`src/rtl/lsu_pkg.sv`:
```
package lsu_pkg;
    localparam int OPC_W  = 6;
    localparam int REG_W  = 5;
    localparam int IMM_W  = 16;

    localparam logic [OPC_W-1:0] OPC_LOAD_W  = 6'd35;
    localparam logic [OPC_W-1:0] OPC_STORE_W = 6'd43;

    typedef enum logic [1:0] {
        ST_IDLE,
        ST_REQ,
        ST_RESP,
        ST_FAULT
    } lsu_state_t;

    typedef struct packed {
        logic             is_load;
        logic             is_store;
        logic [REG_W-1:0] base_reg;
        logic [REG_W-1:0] data_reg;
        logic [IMM_W-1:0] offset;
    } lsu_dec_t;
endpackage

```
`src/rtl/lsu_decode.sv`:
```
module lsu_decode
    import lsu_pkg::*;
#(
    parameter int XLEN = 32
) (
    input  logic [XLEN-1:0] instr,
    output lsu_dec_t        dec
);
    localparam int OPC_LSB  = XLEN - OPC_W;
    localparam int BASE_LSB = OPC_LSB - REG_W;
    localparam int DATA_LSB = BASE_LSB - REG_W;

    logic [OPC_W-1:0] opcode;

    always_comb begin
        opcode       = instr[OPC_LSB +: OPC_W];
        dec.base_reg = instr[BASE_LSB +: REG_W];
        dec.data_reg = instr[DATA_LSB +: REG_W];
        dec.offset   = instr[IMM_W-1:0];
        dec.is_load  = (opcode == OPC_LOAD_W);
        dec.is_store = (opcode == OPC_STORE_W);
    end
endmodule

```
`src/rtl/lsu_ea_calc.sv`:
```
module lsu_ea_calc
    import lsu_pkg::*;
#(
    parameter int XLEN       = 32,
    parameter int WORD_BYTES = 4
) (
    input  logic [XLEN-1:0]  base,
    input  logic [IMM_W-1:0] offset,
    output logic [XLEN-1:0]  ea,
    output logic             misaligned
);
    localparam int ALIGN_BITS = $clog2(WORD_BYTES);
    localparam int EXT_W      = XLEN - IMM_W;

    logic [XLEN-1:0] offset_sx;

    always_comb begin
        offset_sx = {{EXT_W{offset[IMM_W-1]}}, offset};
        ea        = base + offset_sx;
    end

    generate
        if (ALIGN_BITS == 0) begin : g_byte_words
            assign misaligned = 1'b0;
        end else begin : g_word_check
            assign misaligned = |ea[ALIGN_BITS-1:0];
        end
    endgenerate
endmodule

```
`src/rtl/lsu_addr_unit.sv`:
```
module lsu_addr_unit
    import lsu_pkg::*;
#(
    parameter int XLEN       = 32,
    parameter int WORD_BYTES = 4
) (
    input  logic              clk,
    input  logic              rst_n,
    input  logic              issue,
    input  logic [XLEN-1:0]   instr,
    input  logic [XLEN-1:0]   base,
    input  logic [XLEN-1:0]   st_data,
    output logic [REG_W-1:0]  base_idx,
    output logic              busy,
    output logic              mem_valid,
    input  logic              mem_ready,
    output logic [XLEN-1:0]   mem_addr,
    output logic              mem_we,
    output logic [XLEN-1:0]   mem_wdata,
    input  logic [XLEN-1:0]   mem_rdata,
    output logic              ld_valid,
    output logic [XLEN-1:0]   ld_data,
    output logic [REG_W-1:0]  ld_rd,
    output logic              fault
);
    localparam logic [XLEN-1:0] ALIGN_MASK = XLEN'(WORD_BYTES - 1);

    lsu_dec_t        dec;
    logic [XLEN-1:0] ea;
    logic            misaligned;
    lsu_state_t      state_q, state_d;

    logic [XLEN-1:0]  addr_q, wdata_q, rdata_q;
    logic             we_q;
    logic [REG_W-1:0] rd_q;

    lsu_decode #(.XLEN(XLEN)) u_decode (
        .instr (instr),
        .dec   (dec)
    );

    lsu_ea_calc #(.XLEN(XLEN), .WORD_BYTES(WORD_BYTES)) u_ea (
        .base       (base),
        .offset     (dec.offset),
        .ea         (ea),
        .misaligned (misaligned)
    );

    logic accept_new;
    logic mem_hs;
    assign accept_new = issue && (state_q == ST_IDLE) && (dec.is_load || dec.is_store);
    assign mem_hs     = (state_q == ST_REQ) && mem_ready;

    // next-state logic
    always_comb begin
        state_d = state_q;
        unique case (state_q)
            ST_IDLE:  if (accept_new) state_d = misaligned ? ST_FAULT : ST_REQ;
            ST_REQ:   if (mem_ready)  state_d = we_q ? ST_IDLE : ST_RESP;
            ST_RESP:  state_d = ST_IDLE;
            ST_FAULT: state_d = ST_IDLE;
            default:  state_d = ST_IDLE;
        endcase
    end

    // state register
    always_ff @(posedge clk or negedge rst_n) begin
        if (!rst_n) state_q <= ST_IDLE;
        else        state_q <= state_d;
    end

    // access registers
    always_ff @(posedge clk or negedge rst_n) begin
        if (!rst_n) begin
            addr_q  <= '0;
            wdata_q <= '0;
            we_q    <= 1'b0;
            rd_q    <= '0;
            rdata_q <= '0;
        end else begin
            if (accept_new && !misaligned) begin
                addr_q  <= ea;
                wdata_q <= st_data;
                we_q    <= dec.is_store;
                if (dec.is_load) rd_q <= dec.data_reg;
            end
            if (mem_hs && !we_q) rdata_q <= mem_rdata;
        end
    end

    // outputs
    always_comb begin
        base_idx  = dec.base_reg;
        busy      = (state_q != ST_IDLE);
        mem_valid = (state_q == ST_REQ);
        mem_we    = (state_q == ST_REQ) && we_q;
        mem_addr  = addr_q;
        mem_wdata = wdata_q;
        ld_valid  = (state_q == ST_RESP);
        ld_data   = rdata_q;
        ld_rd     = rd_q;
        fault     = (state_q == ST_FAULT);
    end

    // request held steady until accepted
    a_r7_req_stable: assert property (@(posedge clk) disable iff (!rst_n)
        (mem_valid && !mem_ready) |=> (mem_valid && $stable(mem_addr)
                                       && $stable(mem_we) && $stable(mem_wdata)));

    // no request ever carries a misaligned address
    a_r5_req_aligned: assert property (@(posedge clk) disable iff (!rst_n)
        mem_valid |-> ((mem_addr & ALIGN_MASK) == '0));

    // fault is a single-cycle pulse with no request
    a_r5_fault_pulse: assert property (@(posedge clk) disable iff (!rst_n)
        fault |=> !fault);
    a_r5_fault_no_req: assert property (@(posedge clk) disable iff (!rst_n)
        fault |-> (!mem_valid && !ld_valid));

    // load result follows an accepted read and lasts one cycle
    a_r3_ld_after_read: assert property (@(posedge clk) disable iff (!rst_n)
        ld_valid |-> $past(mem_valid && mem_ready && !mem_we));
    a_r3_ld_pulse: assert property (@(posedge clk) disable iff (!rst_n)
        ld_valid |=> !ld_valid);

    // an accepted write produces no load result
    a_r4_store_no_ld: assert property (@(posedge clk) disable iff (!rst_n)
        (mem_valid && mem_ready && mem_we) |=> !ld_valid);
endmodule

```
`config.mk`:
```
export PLATFORM = sky130hd
export DESIGN_NAME = lsu_addr_unit
export DESIGN_NICKNAME = d
export VERILOG_FILES = /design/src/rtl/lsu_pkg.sv /design/src/rtl/lsu_decode.sv /design/src/rtl/lsu_ea_calc.sv /design/src/rtl/lsu_addr_unit.sv
export SDC_FILE = /design/constraint.sdc
export NUM_CORES = 1
export LEC_CHECK = 0
export ABC_CLOCK_PERIOD_IN_PS = 2250
export BUFFER_PORTS_ARGS = -buffer_cell sky130_fd_sc_hd__buf_2
export CAP_MARGIN = 5
export CORE_MARGIN = 2
export CORE_UTILIZATION = 40
export DETAILED_ROUTE_END_ITERATION = 10
export PLACE_DENSITY = 0.74
export SLEW_MARGIN = 30
export SYNTH_ARGS = -nofsm -noshare
export SYNTH_HDL_FRONTEND = slang
export SYNTH_SLANG_ARGS = --single-unit
```
`constraint.sdc`:
```
create_clock -name clk -period 2.25 [get_ports clk]
set_input_delay 0.225 -clock clk [delete_from_list [all_inputs] [get_ports clk]]
set_output_delay 0.225 -clock clk [all_outputs]
set_load 0.005 [all_outputs]
```
# [After elaboration in Yosys (flattened, before gate mapping)]
# Cells that the tools add are included.
# Widths: inputs -> output; s select.
[word_totals] elab_cells=34 out_inout_bits=111 in_bits=132 reg_bits=104
[classes] eq_ne=7 addsub=1 n_reduce_logical=15 mux=5
[op_table] cell="$add 32x32->32" n=1
[op_table] cell="$eq 6x6->1 const B" n=2
[op_table] cell="$mux 2" n=4
[op_table] cell="$logic_and 1x1->1" n=6
[op_table] cell="$pmux 2 s3" n=1
[op_table] cell="$eq 2x2->1 const B" n=2
[op_table] cell="$reduce_and 2->1" n=2
[op_table] cell="$reduce_or 2->1" n=2
[op_table] cell="$eq 2x1->1 const B" n=1
[op_table] cell="$logic_not 1->1" n=2
[op_table] cell="$logic_not 2->1" n=1
[op_table] cell="$ne 2x1->1 const B" n=1
[op_table] cell="$ne 2x2->1 const B" n=1
[op_table] cell="$reduce_bool 2->1" n=1
[op_table] cell="$logic_or 1x1->1" n=1

# [Longest topological paths before layout]
[logic_depth] ltp_word=5 ltp_mapped=9 ltp_nobuf=8

# [Modules after synthesis]
# Synthesis repeated with hierarchy kept, for this count alone.
[hier_totals] hier_cells=504 area_unflattened_um2=5938.2
[by_module_without_submodules] mod="lsu_addr_unit" seq_area_each_um2=2602.5 area_each_um2=3952.5 cells_each=232 instances=1
[by_module_without_submodules] mod="lsu_ea_calc" seq_area_each_um2=0.0 area_each_um2=1750.4 cells_each=241 instances=1
[by_module_without_submodules] mod="lsu_decode" seq_area_each_um2=0.0 area_each_um2=235.2 cells_each=31 instances=1

# [Worst setup path after synthesis]
# OpenSTA, ideal clock, no wires.
[synth_path] path_type="input to register" startpoint="input instr[0]" endpoint="register addr_q[29], in the netlist mem_addr[29]" n_path_buf=2 path_stages=9 required_ps=2123 setup_slack_ps=109 setup_ps=127 t_arrival_ps=2014 path_cell_list="ha_1 fa_1 nor2_1 nand4_1 clkbuf_1 buf_1 nor2_1 mux2i_1 nand3_1"
[synth_via] elab_chain_len=4
[synth_rtl] element="start: declaration" line_no="lsu_addr_unit.sv:10" rtl="input logic [XLEN-1:0] instr,"
[synth_rtl] element="$add 32x32->32" line_no="lsu_ea_calc.sv:19" rtl="ea = base + offset_sx;"
[synth_rtl] element="net ea[1]" line_no="lsu_addr_unit.sv:29" rtl="logic [XLEN-1:0] ea;"
[synth_rtl] element="$reduce_or 2->1" line_no="lsu_ea_calc.sv:26" rtl="assign misaligned = |ea[ALIGN_BITS-1:0];"
[synth_rtl] element="$logic_not 1->1" line_no="lsu_addr_unit.sv:81" rtl="if (accept_new && !misaligned) begin"
[synth_rtl] element="$logic_and 1x1->1" line_no="lsu_addr_unit.sv:81"
[synth_rtl] element="end signal: assignment" line_no="lsu_addr_unit.sv:75" rtl="addr_q <= '0;"
[synth_rtl] element="end signal: assignment" line_no="lsu_addr_unit.sv:82" rtl="addr_q <= ea;"
[synth_rtl] element="end: declaration" line_no="lsu_addr_unit.sv:33" rtl="logic [XLEN-1:0] addr_q, wdata_q, rdata_q;"
# The timed path passes the listed nets, and every way through them passes these cells.
# A chain may end at the register's enable or synchronous reset.

# [Worst setup path after layout]
[layout_path] startpoint="input instr[8]" endpoint="register addr_q[31], in the netlist mem_addr[31]"
[layout_via] elab_chain_len=1
[layout_rtl] element="$add 32x32->32" line_no="lsu_ea_calc.sv:19"
# Every way passes these cells.

==> flow_summary.ini <==
[yosys]
synth_edf_count = 0
syn_inst = 631
synth_area_per_cell_um2 = 9.369
async_flop_share = 1.000
ys_seq_area_frac = 0.4402
synth-main-ff-cell = dfrtp_1
yosysWarnings = 0
synth_cell_types = 66
synth_nets = 795
syn_area_mm2 = 0.005912
ys_seq_elements = 104

[clock_tree]
clkLatencyLatePin_ns = 0.34
htreeDepth = 3
path_clk_slew_ns = 0.07
cts.path.max_buffers = 2
cts_buffers = 9
cts_tree = built
cts_sinks = 104
root_buffer = clkbuf_16
cts_resized = 0

[cells_and_area]
stdcell_area_mm2 = 0.008104
num_antenna_cells = 0
fin_nets = 1086
area_growth_pct = 37.08
layout-drive-gt1-share = 0.4110
finalNonFillerCells = 1111

[critical_path]
start_kind = primary input
crit_required_ns = 2.52
cp-end-kind = register
path_cells = buf_2 -> ha_1 -> a21oi_1 -> nor2_1 -> o41ai_2 -> a311oi_1 -> buf_4 -> mux2_1 -> a31oi_1
cp.arrival_ns = 2.23
reg2reg_from = state_q[0]$_DFFE_PN0P_
path_class = in -> reg
crit_end = mem_addr[31]$_DFFE_PN0N_
rrSetupSlack_ns = 0.52
r2r_cells = 6
r2r_end = mem_addr[25]$_DFFE_PN0N_
crit_path_start = instr[8]
cp_max_fo = 3
max_stage_delay_ns = 0.42
cp_slowest_cell = o41ai_2

[timing]
max_freq_mhz = 510.9
drv_slew = 0
finalSetupViolCount = 0
final_hold_viol_count = 0
min_period_over_period = 0.8698
period_minus_slack_ns = 1.957
fin_worst_skew_ns = 0.008483
rsz0062_at_grt = false
maxSlewHeadroom = 0.6522
tightest_slew_ns = 0.5217

[drt]
num_vias = 5707
detail_route.vias_per_cell = 5.137
drt.antenna.violating_nets = 0
drc_errors = 0
wl_per_cell_um = 14.59
drt-initial-drc-count = 254
dr.pass1.iters = 5
wl_um = 16210

[floorplanning]
die_w_um = 125.6
die_h_um = 125.6
start_util = 0.4083
die_area_mm2 = 0.01577
fp.coreArea_mm2 = 0.01448
io_pins = 243
num_rows = 44

[placed_design]
gp_routability_congestion = 0.9136
post-dp-hpwl_um = 13300
dp.cells = 1094
io_buffers = 232
placed_area_mm2 = 0.007791

[pwr]
vdd_ir_drop_max_mv = 0.3835
powerDensity_mw_per_mm2 = 665.1
leakage_nw = 4.398
power_mw = 5.390

[global_routing]
antenna_found_initial = 0
grt_overflow = 0
grt_first_pass_wirelength_um = 26230
gr-usage-all-layers = 0.2039
grt_max_degree = 54
grt_pass1_vias = 5443

[min_path]
hp-class = in -> reg

[run_status]
status = complete, no violations

[flow_run]
maxCapViolCount = 0
==> layer usage <==
metal	share of wire	wire length (um)	GRT usage	vias to the layer above
met5	0	0	0	-
met4	0.032	517	0.08889	0
met3	0.048	777	0.02525	38
met2	0.50	8037	0.3533	184
met1	0.42	6880	0.2558	2659
li1	-	-	-	2826
==> worst min-delay path by stage <==
| stage | start | endpoint | slack (ns) | cells past startpoint |
|---|---|---|---|---|
| finish | st_data[2] | mem_wdata[2]$_DFFE_PN0N_ | 0.07 | 3 |
| global route | st_data[11] | mem_wdata[11]$_DFFE_PN0N_ | 0.07 | 3 |
| CTS | st_data[14] | mem_wdata[14]$_DFFE_PN0N_ | 0.06 | 3 |
| detailed placement | rst_n | mem_addr[31]$_DFFE_PN0N_ | 0.23 | 1 |
| global placement | rst_n | mem_addr[31]$_DFFE_PN0N_ | 0.23 | 1 |
| floorplan | rst_n | ld_data[0]$_DFFE_PN0P_ | -0.07 | 0 |
==> flip-flops by register name, summed over array words and instances, names as in the netlist <==
| name | flops |
|---|---|
| mem_wdata | 32 |
| state_q | 2 |
| we_q | 1 |
| ld_rd | 5 |
| ld_data | 32 |
| mem_addr | 32 |
==> cell usage after synthesis (all sizes together) (7+ instances only) <==
| cell | instances | area (um^2) |
|---|---|---|
| a21o | 14 | 105.1 |
| nor2 | 26 | 97.59 |
| o21ai | 35 | 175.2 |
| dfrtp | 104 | 2603 |
| o21a | 7 | 53.80 |
| inv | 13 | 48.80 |
| buf | 24 | 132.6 |
| nand2 | 154 | 580.6 |
| clkbuf | 10 | 37.54 |
| mux2 | 38 | 427.9 |
| xor2 | 9 | 78.83 |
| a21oi | 34 | 173.9 |
| nor3 | 9 | 55.05 |
| nand4 | 15 | 93.84 |
| o211ai | 12 | 100.1 |
| o31ai | 7 | 57.55 |
| ha | 31 | 387.9 |
| nand3 | 10 | 50.05 |
==> final cells by class <==
cell class	instances	area, um^2
tap	184	230.2
timing repair buffer	314	1819
fill	1360	6375
clock inverter	7	77.57
multi-input combinational	480	3100
sequential	104	2603
inverter	13	48.80
clock buffer	9	225.2
==> worst max-delay path, delay by kind of cell <==
family | cells | cell delay [ns]
muxes | 1 | 0.31
and+or+nand+nor | 1 | 0.12
adders and majority gates | 1 | 0.33
AOI/OAI and AO/OA | 4 | 0.98
buffers and inverters | 2 | 0.28
==> metrics by stage <==
stage | hold WS [ns] | TNS [ns] | util | setup slack, ns
2_1_floorplan | -0.07059 | 0 | - | 0.1089
3_3_place_gp | 0.2277 | -0.01182 | 0.5381 | -0.006719
3_5_place_dp | 0.2310 | -0.1538 | 0.5381 | -0.05689
4_1_cts | 0.05534 | 0 | 0.5597 | 0.3050
5_1_grt | 0.06519 | 0 | 0.5597 | 0.1522
6_report | 0.06630 | 0 | 0.5597 | 0.2928
==> kinds of logic (layout without fill, tap and decap cells) <==
| group | after synthesis | count (layout) | share of synthesized area |
|---|---|---|---|
| compound gates | 145 | 145 | 0.1663 |
| simple gates | 248 | 248 | 0.1894 |
| buf+inv | 47 | 343 | 0.03704 |
| mux | 40 | 40 | 0.07577 |
| fa+ha+maj | 32 | 32 | 0.06899 |
| flops | 104 | 104 | 0.4402 |
| xor+xnor | 15 | 15 | 0.02222 |
==> report_power, final <==
| group | leakage [nW] | switching [mW] | internal (mW) |
|---|---|---|---|
| registers | 1.37 | 0.147 | 2.17 |
| logic | 2.88 | 0.716 | 0.773 |
| clock network | 0.147 | 0.707 | 0.875 |
==> what timing repair did <==
item	CTS	global route
endpoints found under the hold margin	37	0
hold buffers	1	0
setup buffers	0	0
==> layout by cell type (no fill, tap or decap), types with 4 or more instances in the layout <==
| master | netlist | final |
|---|---|---|
| a211oi_1 | 6 | 6 |
| a21o_1 | 14 | 14 |
| a21oi_1 | 33 | 33 |
| and2_1 | 5 | 5 |
| and3_1 | 5 | 5 |
| buf_2 | 13 | 231 |
| buf_4 | 5 | 79 |
| clkbuf_16 | 0 | 9 |
| dfrtp_1 | 104 | 104 |
| ha_1 | 31 | 31 |
| inv_1 | 13 | 13 |
| mux2_2 | 37 | 37 |
| nand2_1 | 153 | 153 |
| nand3_1 | 10 | 10 |
| nand4_1 | 15 | 15 |
| nor2_1 | 26 | 26 |
| nor3_1 | 7 | 6 |
| o211ai_1 | 10 | 10 |
| o21a_1 | 6 | 6 |
| o21ai_0 | 26 | 26 |
| o21ai_1 | 9 | 9 |
| o311ai_1 | 4 | 4 |
| o31ai_1 | 6 | 6 |
| or4_1 | 4 | 4 |
| xnor2_1 | 6 | 6 |
| xor2_1 | 9 | 9 |
Note: power is estimated with default switching activity, not from simulation.
